[src/rtl/cpu_pkg.sv]
package cpu_pkg;
    localparam int XLEN   = 32;
    localparam int OP_W   = 6;
    localparam int FLD_W  = 5;
    localparam int IMM_W  = 16;
    localparam int OP_LSB = 26;
    localparam int RS_LSB = 21;
    localparam int RT_LSB = 16;
    localparam int RD_LSB = 11;

    localparam logic [OP_W-1:0] OPC_AVG  = 6'd1;
    localparam logic [OP_W-1:0] OPC_ONE  = 6'd2;
    localparam logic [OP_W-1:0] OPC_XCHG = 6'd3;
    localparam logic [OP_W-1:0] OPC_BR   = 6'd4;
    localparam logic [OP_W-1:0] OPC_ADDI = 6'd8;
    localparam logic [OP_W-1:0] OPC_XORI = 6'd14;

    typedef enum logic [4:0] {
        S_F0, S_F1, S_F2, S_F3, S_HALT,
        S_A0, S_A1, S_A2,
        S_X0, S_X1, S_X2,
        S_B0, S_B1, S_B2,
        S_O0, S_O1, S_O2, S_O3, S_O4,
        S_V0, S_V1, S_V2, S_V3, S_V4, S_V5, S_V6, S_V7,
        S_E0, S_E1, S_E2, S_E3, S_E4
    } state_t;

    typedef enum logic [1:0] {ALU_ADD, ALU_XOR, ALU_AND, ALU_SHR1} alu_op_t;
    typedef enum logic [1:0] {SEL_RS, SEL_RT, SEL_RD} rsel_t;

    typedef struct packed {
        logic pc;
        logic mdr;
        logic z;
        logic rf;
        logic y;
        logic c4;
        logic c1;
        logic imms;
        logic immz;
        logic off4;
    } bus_src_t;

    typedef struct packed {
        bus_src_t src;
        logic     pc_in;
        logic     mar_in;
        logic     mdr_in;
        logic     ir_in;
        logic     y_in;
        logic     z_in;
        logic     rf_in;
        alu_op_t  alu;
        rsel_t    sel;
        logic     mem_rd;
        logic     mem_wr;
        logic     wait_mfc;
    } ctrl_t;
endpackage

[src/rtl/cpu_regfile.sv]
module cpu_regfile #(
    parameter int W    = 32,
    parameter int NREG = 32,
    parameter int AW   = $clog2(NREG)
) (
    input  logic          clk,
    input  logic          rst_n,
    input  logic          we,
    input  logic [AW-1:0] addr,
    input  logic [W-1:0]  wdata,
    output logic [W-1:0]  rdata
);
    logic [W-1:0] regs [NREG];

    always_ff @(posedge clk or negedge rst_n) begin
        if (!rst_n) begin
            for (int i = 0; i < NREG; i++) regs[i] <= '0;
        end else if (we && addr != '0) begin
            regs[addr] <= wdata;
        end
    end

    assign rdata = (addr == '0) ? '0 : regs[addr];
endmodule

[src/rtl/cpu_ctrl.sv]
module cpu_ctrl
    import cpu_pkg::*;
#(
    parameter int OPW = OP_W
) (
    input  logic           clk,
    input  logic           rst_n,
    input  logic [OPW-1:0] opcode,
    input  logic           mem_done,
    output ctrl_t          ctrl,
    output logic           halted
);
    state_t state, state_nx;

    always_ff @(posedge clk or negedge rst_n) begin
        if (!rst_n) state <= S_F0;
        else        state <= state_nx;
    end

    always_comb begin
        state_nx = state;
        unique case (state)
            S_F0:   state_nx = S_F1;
            S_F1:   state_nx = mem_done ? S_F2 : S_F1;
            S_F2:   state_nx = S_F3;
            S_F3: begin
                case (opcode)
                    OPC_ADDI: state_nx = S_A0;
                    OPC_XORI: state_nx = S_X0;
                    OPC_BR:   state_nx = S_B0;
                    OPC_ONE:  state_nx = S_O0;
                    OPC_AVG:  state_nx = S_V0;
                    OPC_XCHG: state_nx = S_E0;
                    default:  state_nx = S_HALT;
                endcase
            end
            S_HALT: state_nx = S_HALT;
            S_A0:   state_nx = S_A1;
            S_A1:   state_nx = S_A2;
            S_X0:   state_nx = S_X1;
            S_X1:   state_nx = S_X2;
            S_B0:   state_nx = S_B1;
            S_B1:   state_nx = S_B2;
            S_O0:   state_nx = S_O1;
            S_O1:   state_nx = S_O2;
            S_O2:   state_nx = S_O3;
            S_O3:   state_nx = S_O4;
            S_V0:   state_nx = S_V1;
            S_V1:   state_nx = S_V2;
            S_V2:   state_nx = S_V3;
            S_V3:   state_nx = S_V4;
            S_V4:   state_nx = S_V5;
            S_V5:   state_nx = S_V6;
            S_V6:   state_nx = S_V7;
            S_E0:   state_nx = S_E1;
            S_E1:   state_nx = mem_done ? S_E2 : S_E1;
            S_E2:   state_nx = S_E3;
            S_E3:   state_nx = S_E4;
            S_A2, S_X2, S_B2, S_O4, S_V7, S_E4: state_nx = S_F0;
        endcase
    end

    always_comb begin
        ctrl = '0;
        unique case (state)
            S_F0: begin ctrl.src.pc = 1'b1; ctrl.mar_in = 1'b1; ctrl.mem_rd = 1'b1; ctrl.y_in = 1'b1; end
            S_F1: begin ctrl.src.c4 = 1'b1; ctrl.alu = ALU_ADD; ctrl.z_in = 1'b1; ctrl.wait_mfc = 1'b1; end
            S_F2: begin ctrl.src.mdr = 1'b1; ctrl.ir_in = 1'b1; end
            S_F3: begin ctrl.src.z = 1'b1; ctrl.pc_in = 1'b1; end
            S_HALT: ctrl = '0;
            S_A0, S_X0, S_O0, S_V0: begin ctrl.src.rf = 1'b1; ctrl.sel = SEL_RS; ctrl.y_in = 1'b1; end
            S_A1, S_O1: begin ctrl.src.imms = 1'b1; ctrl.alu = ALU_ADD; ctrl.z_in = 1'b1; end
            S_X1: begin ctrl.src.immz = 1'b1; ctrl.alu = ALU_XOR; ctrl.z_in = 1'b1; end
            S_A2, S_X2: begin ctrl.src.z = 1'b1; ctrl.sel = SEL_RT; ctrl.rf_in = 1'b1; end
            S_B0: begin ctrl.src.pc = 1'b1; ctrl.y_in = 1'b1; end
            S_B1: begin ctrl.src.off4 = 1'b1; ctrl.alu = ALU_ADD; ctrl.z_in = 1'b1; end
            S_B2: begin ctrl.src.z = 1'b1; ctrl.pc_in = 1'b1; end
            S_O2: begin ctrl.src.z = 1'b1; ctrl.mar_in = 1'b1; end
            S_O3: begin ctrl.src.c1 = 1'b1; ctrl.mdr_in = 1'b1; end
            S_O4, S_E4: ctrl.mem_wr = 1'b1;
            S_V1: begin ctrl.src.rf = 1'b1; ctrl.sel = SEL_RT; ctrl.alu = ALU_XOR; ctrl.z_in = 1'b1; end
            S_V2: begin ctrl.src.z = 1'b1; ctrl.alu = ALU_SHR1; ctrl.z_in = 1'b1; end
            S_V3: begin ctrl.src.z = 1'b1; ctrl.mdr_in = 1'b1; end
            S_V4: begin ctrl.src.rf = 1'b1; ctrl.sel = SEL_RT; ctrl.alu = ALU_AND; ctrl.z_in = 1'b1; end
            S_V5: begin ctrl.src.z = 1'b1; ctrl.y_in = 1'b1; end
            S_V6: begin ctrl.src.mdr = 1'b1; ctrl.alu = ALU_ADD; ctrl.z_in = 1'b1; end
            S_V7: begin ctrl.src.z = 1'b1; ctrl.sel = SEL_RD; ctrl.rf_in = 1'b1; end
            S_E0: begin ctrl.src.rf = 1'b1; ctrl.sel = SEL_RS; ctrl.mar_in = 1'b1; ctrl.mem_rd = 1'b1; end
            S_E1: begin ctrl.src.rf = 1'b1; ctrl.sel = SEL_RT; ctrl.y_in = 1'b1; ctrl.wait_mfc = 1'b1; end
            S_E2: begin ctrl.src.mdr = 1'b1; ctrl.sel = SEL_RT; ctrl.rf_in = 1'b1; end
            S_E3: begin ctrl.src.y = 1'b1; ctrl.mdr_in = 1'b1; end
        endcase
    end

    assign halted = (state == S_HALT);
endmodule

[src/rtl/cpu_dpath.sv]
module cpu_dpath
    import cpu_pkg::*;
#(
    parameter int W    = XLEN,
    parameter int NREG = 32
) (
    input  logic            clk,
    input  logic            rst_n,
    input  ctrl_t           ctrl,
    input  logic            mem_done,
    input  logic [W-1:0]    mem_rdata,
    output logic [OP_W-1:0] opcode,
    output logic [W-1:0]    mem_addr,
    output logic [W-1:0]    mem_wdata,
    output logic            mem_rd,
    output logic            mem_wr,
    output logic [W-1:0]    pc_q
);
    localparam int AW = $clog2(NREG);

    logic [W-1:0] pc, mar, mdr, ir, y, z;
    logic [W-1:0] bus, alu_out, imm_s, imm_z, off4, rf_rdata;
    logic [AW-1:0] rf_addr;

    assign imm_s = {{(W-IMM_W){ir[IMM_W-1]}}, ir[IMM_W-1:0]};
    assign imm_z = {{(W-IMM_W){1'b0}}, ir[IMM_W-1:0]};
    assign off4  = imm_s << 2;

    always_comb begin
        unique case (ctrl.sel)
            SEL_RT:  rf_addr = ir[RT_LSB +: AW];
            SEL_RD:  rf_addr = ir[RD_LSB +: AW];
            default: rf_addr = ir[RS_LSB +: AW];
        endcase
    end

    always_comb begin
        bus = '0;
        if (ctrl.src.pc)   bus = bus | pc;
        if (ctrl.src.mdr)  bus = bus | mdr;
        if (ctrl.src.z)    bus = bus | z;
        if (ctrl.src.rf)   bus = bus | rf_rdata;
        if (ctrl.src.y)    bus = bus | y;
        if (ctrl.src.c4)   bus = bus | W'(4);
        if (ctrl.src.c1)   bus = bus | W'(1);
        if (ctrl.src.imms) bus = bus | imm_s;
        if (ctrl.src.immz) bus = bus | imm_z;
        if (ctrl.src.off4) bus = bus | off4;
    end

    always_comb begin
        unique case (ctrl.alu)
            ALU_ADD:  alu_out = y + bus;
            ALU_XOR:  alu_out = y ^ bus;
            ALU_AND:  alu_out = y & bus;
            ALU_SHR1: alu_out = bus >> 1;
        endcase
    end

    cpu_regfile #(.W(W), .NREG(NREG), .AW(AW)) u_rf (
        .clk   (clk),
        .rst_n (rst_n),
        .we    (ctrl.rf_in),
        .addr  (rf_addr),
        .wdata (bus),
        .rdata (rf_rdata)
    );

    always_ff @(posedge clk or negedge rst_n) begin
        if (!rst_n) begin
            pc <= '0; mar <= '0; mdr <= '0; ir <= '0; y <= '0; z <= '0;
        end else begin
            if (ctrl.pc_in)  pc  <= bus;
            if (ctrl.mar_in) mar <= bus;
            if (ctrl.ir_in)  ir  <= bus;
            if (ctrl.y_in)   y   <= bus;
            if (ctrl.z_in)   z   <= alu_out;
            if (ctrl.wait_mfc && mem_done) mdr <= mem_rdata;
            else if (ctrl.mdr_in)          mdr <= bus;
        end
    end

    assign opcode    = ir[OP_LSB +: OP_W];
    assign mem_addr  = ctrl.mar_in ? bus : mar;
    assign mem_wdata = mdr;
    assign mem_rd    = ctrl.mem_rd;
    assign mem_wr    = ctrl.mem_wr;
    assign pc_q      = pc;
endmodule

[src/rtl/cpu_top.sv]
module cpu_top
    import cpu_pkg::*;
#(
    parameter int W    = XLEN,
    parameter int NREG = 32
) (
    input  logic         clk,
    input  logic         rst_n,
    output logic [W-1:0] mem_addr,
    output logic         mem_rd,
    output logic         mem_wr,
    output logic [W-1:0] mem_wdata,
    input  logic [W-1:0] mem_rdata,
    input  logic         mem_done,
    output logic [W-1:0] pc_q,
    output logic         halted
);
    ctrl_t           ctrl_w;
    logic [OP_W-1:0] opcode_w;

    cpu_ctrl #(.OPW(OP_W)) u_ctrl (
        .clk      (clk),
        .rst_n    (rst_n),
        .opcode   (opcode_w),
        .mem_done (mem_done),
        .ctrl     (ctrl_w),
        .halted   (halted)
    );

    cpu_dpath #(.W(W), .NREG(NREG)) u_dp (
        .clk       (clk),
        .rst_n     (rst_n),
        .ctrl      (ctrl_w),
        .mem_done  (mem_done),
        .mem_rdata (mem_rdata),
        .opcode    (opcode_w),
        .mem_addr  (mem_addr),
        .mem_wdata (mem_wdata),
        .mem_rd    (mem_rd),
        .mem_wr    (mem_wr),
        .pc_q      (pc_q)
    );
endmodule

[config.mk]
export PLATFORM = sky130hd
export DESIGN_NAME = cpu_top
export DESIGN_NICKNAME = d
export VERILOG_FILES = /design/src/rtl/cpu_pkg.sv /design/src/rtl/cpu_regfile.sv /design/src/rtl/cpu_ctrl.sv /design/src/rtl/cpu_dpath.sv /design/src/rtl/cpu_top.sv
export SDC_FILE = /design/constraint.sdc
export NUM_CORES = 2
export LEC_CHECK = 0
export ABC_CLOCK_PERIOD_IN_PS = 6500
export BUFFER_PORTS_ARGS = -buffer_cell sky130_fd_sc_hd__buf_2
export CORE_MARGIN = 8
export CORE_UTILIZATION = 57
export CTS_CLUSTER_SIZE = 20
export DETAILED_ROUTE_END_ITERATION = 8
export PLACE_DENSITY = 0.88
export RECOVER_POWER = 25
export SLEW_MARGIN = 15
export SYNTH_ARGS = -nofsm -noshare
export SYNTH_HDL_FRONTEND = slang
export SYNTH_SLANG_ARGS = --single-unit
[constraint.sdc]
create_clock -name clk -period 6.5 [get_ports clk]
set_clock_uncertainty 0.2 [all_clocks]
set_input_delay 0 -clock clk [delete_from_list [all_inputs] [get_ports clk]]
set_output_delay 0 -clock clk [all_outputs]
set_load 0.02 [all_outputs]
==> metrics <==
Clock Tree Buf Depth 3; per-cell routed wire length 25.9 um; clock buffers created by TritonCTS 117; gp weighted congestion 0.982; Vias/cell 6.76; initial antenna violation count 2; root buf cell clkbuf_16; core area 0.0984 mm2; initial core utilization 57.6%; Worst Max-Slew Pin Slew 4.15 ns; chip height 331 um; # setup viols final 0; Cell Area, Placed 0.0606 mm2; cell mode on critical path buf_4; Global Route Usage Sum 35.5%; number of fill cells 7000; critical path endpoint category flip-flop; # nets final 6615; clock latency on the worst-skew pair 0.78 ns; Fmax 0.159 GHz; Finished Core Util 67.0%; multiplexer fraction of the synthesized cell area 2.92%; compound-cell area share of the yosys netlist 18.9%; largest net degree at the start of global routing 194; post-synth cell types 81; die area 0.110 mm2; Hold/Removal Path Class reg -> reg; sequential fraction of the synthesis area 53.9%; outcome finished, violations left; Fin. Hold Viols 0; Clock Pin Slew Worst Setup and Hold Paths 0.06 ns; reg2reg setup slack 0.21 ns; number of core rows 115; peak supply drop 0.247 mV; initial DRC count 8873; power per standard cell area 226 mW/mm2; clock power share 47.7%; sequential power share 51.0%; CP Data Arrival Time 6.71 ns; Yosys Warn Count 0; hpwl dp 124 mm; grt ovf 0; post-synthesis register bit count 1221; RSZ-0062 raised after global routing yes; Worst Path Max Fanout 9; EDFF count, synth 0; largest family of logic cells by synthesized area compound AO/OA/AOI/OAI gates; Leak Pwr 30.7 nW; Slew Limit Fails 843; Top FF cell, synth dfrtp_1; NetSw 3.27 mW; Int Power 11.6 mW; failing checks design-rule violations, max-capacitance violations, max-slew violations; WL final 205 mm; # DRC 25; Ports 134; max-cap violations 7; Die Span X 331 um; Post-Syn Area 0.0567 mm2; combinational power share 1.3%; Max stage delay cell, worst path mux4_2; fin crit share 96.8%; DP Worst Slack -0.493 ns; PortBufs 133; Mean Syn Cell Area 8.90 um2; Setup TNS 0 ns; Worst path max stage delay 0.51 ns; relative slew slack -176%; first-pass GRT wire length 307 mm; synthesized net count 6437; power consumption 14.9 mW; vias in the first global route 52400; design area 0.0659 mm2; Switching Share 21.9%; Post-Synth Simple-Gate Area 17.9%; DP Cell Count 7604; xor/xnor cell area share of the yosys netlist 0.232%; via count 53500; share of cells above drive strength 1 13.7%; Period minus WS final 6.29 ns; critical path class reg -> reg; Post-Syn Instances 6367; TritonCTS clock tree yes; crit path launch type flip-flop; Critical Path RT 6.92 ns; FFs w/ async S/R, synth 100%; clk sink count 1221; htree depth 3; Initial DRT Pass Iterations 9; final antenna-violating net count 0; Hold WS 0.172 ns; Post-Synth Adder-Cell Area 0.786%; Final Non-Filler Cells 7922; setup slack after layout 0.209 ns; synth-to-layout area growth 16.3%
[synth_stat cells (18+ instances only)]
cell	count	share of area [%]
ha_1	34	0.75
inv_1	40	0.26
a22oi_1	66	0.87
clkbuf_1	325	2.2
nand2_1	920	6.1
mux2i_1	18	0.32
a221oi_1	22	0.34
buf_4	41	0.54
nor2_1	1132	7.5
nand3_1	177	1.6
mux4_2	65	2.6
dfrtp_1	1221	54
buf_1	19	0.13
o21ai_0	227	2.0
a21oi_1	1144	10
nor3_1	38	0.34
a21oi_2	20	0.31
a211oi_1	64	0.85
nand4_1	18	0.20
buf_2	204	1.8
a31oi_1	115	1.3
and3_1	122	1.3
o22ai_1	67	0.74
[path summary, 6_finish.rpt]
kind / endpoint / startpoint / depth (start not counted)
setup / recovery: u_dp.z[21]$_DFFE_PN0P_ / u_ctrl.state[3]$_DFF_PN0_ / 28
hold / removal: u_dp.u_rf.regs[1001]$_DFFE_PN0P_ / u_dp.u_rf.regs[1001]$_DFFE_PN0P_ / 0
setup reg to reg: u_dp.z[21]$_DFFE_PN0P_ / u_ctrl.state[3]$_DFF_PN0_ / 28
hold reg to reg: u_dp.u_rf.regs[1001]$_DFFE_PN0P_ / u_dp.u_rf.regs[1001]$_DFFE_PN0P_ / 0
max in group asynchronous: u_dp.u_rf.regs[466]$_DFFE_PN0P_ / rst_n / 4
min in group asynchronous: u_dp.u_rf.regs[64]$_DFFE_PN0P_ / rst_n / 4
[power by group through the flow]
| stage | clock network [mW] | logic [mW] | registers (mW) |
|---|---|---|---|
| after detailed placement | 0 | 0.174 | 7.74 |
| after CTS | 7.07 | 0.208 | 7.60 |
| after global placement | 0 | 0.172 | 7.74 |
| after global routing | 7.38 | 0.224 | 7.60 |
| final | 7.11 | 0.194 | 7.60 |
| after floorplan | 0 | 0.000730 | 7.74 |
[state kept, by name (all words and copies together), names as in the netlist]
| register | count |
|---|---|
| u_ctrl.state | 5 |
| u_dp.ir | 32 |
| u_dp.mar | 32 |
| u_dp.mem_wdata | 32 |
| u_dp.pc_q | 32 |
| u_dp.u_rf.regs | 1024 |
| u_dp.y | 32 |
| u_dp.z | 32 |
[cell type report]
type	count	area, um2	share of cell area, %
flip-flops and latches	1221	30600	46.4
clock inverters	43	634	0.962
repair buffers	667	5530	8.39
well taps	1287	1610	2.44
clock buffers	162	3310	5.02
diodes	4	10.0	0.0152
inverters	43	161	0.245
multi-input cells	4495	24100	36.6
[layer usage]
layer / part of all wire, % / vias up / GRT usage, %
li1: - / 22300 / -
met1: 35 / 25500 / 44.9
met2: 43 / 4628 / 52.6
met3: 15 / 1176 / 12.3
met4: 7.1 / 0 / 21.6
met5: 0 / - / 0.177
[cell families (layout without fill, tap and decap cells)]
kind of cell    Yosys count  in the layout
compound gates         1880           1880
fa+ha+maj                35             35
simple gates           2481           2481
other cells               0              4
mux                      84             84
flops                  1221           1221
xor+xnor                 15             15
buf+inv                 651            915
[timing repair]
action,4_1_cts,5_1_grt
setup buffers,1,8
pin swaps,2,14
endpoints found under the setup margin,14,23
hold endpoints to repair,1105,0
hold buffers,97,0
cloned,0,3
resized for setup,10,81
[worst max-delay path: cells and delay by family (launching register included)]
family	cells	cell delay [ns]
mux	2	0.81
simple gates	6	0.90
fa+ha+maj	2	0.64
buf+inv	8	1.20
flops	1	0.41
compound gates	10	1.99
[cells in the final DEF, fill, tap and decap left out, types with 12 or more instances in the layout]
cell type,n
dfrtp_1,1219
a21oi_1,1136
nor2_1,1102
nand2_1,915
buf_4,367
o21ai_0,217
nand3_1,174
and3_1,122
clkbuf_16,120
a31oi_1,106
dlygate4sd3_1,96
clkbuf_1,91
buf_2,69
a22oi_1,65
mux4_2,65
o22ai_1,59
a211oi_1,59
buf_12,44
inv_1,40
nor3_1,35
ha_1,31
nor2_4,28
a21oi_2,22
clkbuf_8,21
a221oi_1,18
nand4_1,18
mux2i_1,17
a222oi_1,16
a311oi_1,16
nand2b_1,15
nor4_1,14
clkinv_2,13
buf_6,13
xnor2_1,12
Power figures use the tool's default switching activity.
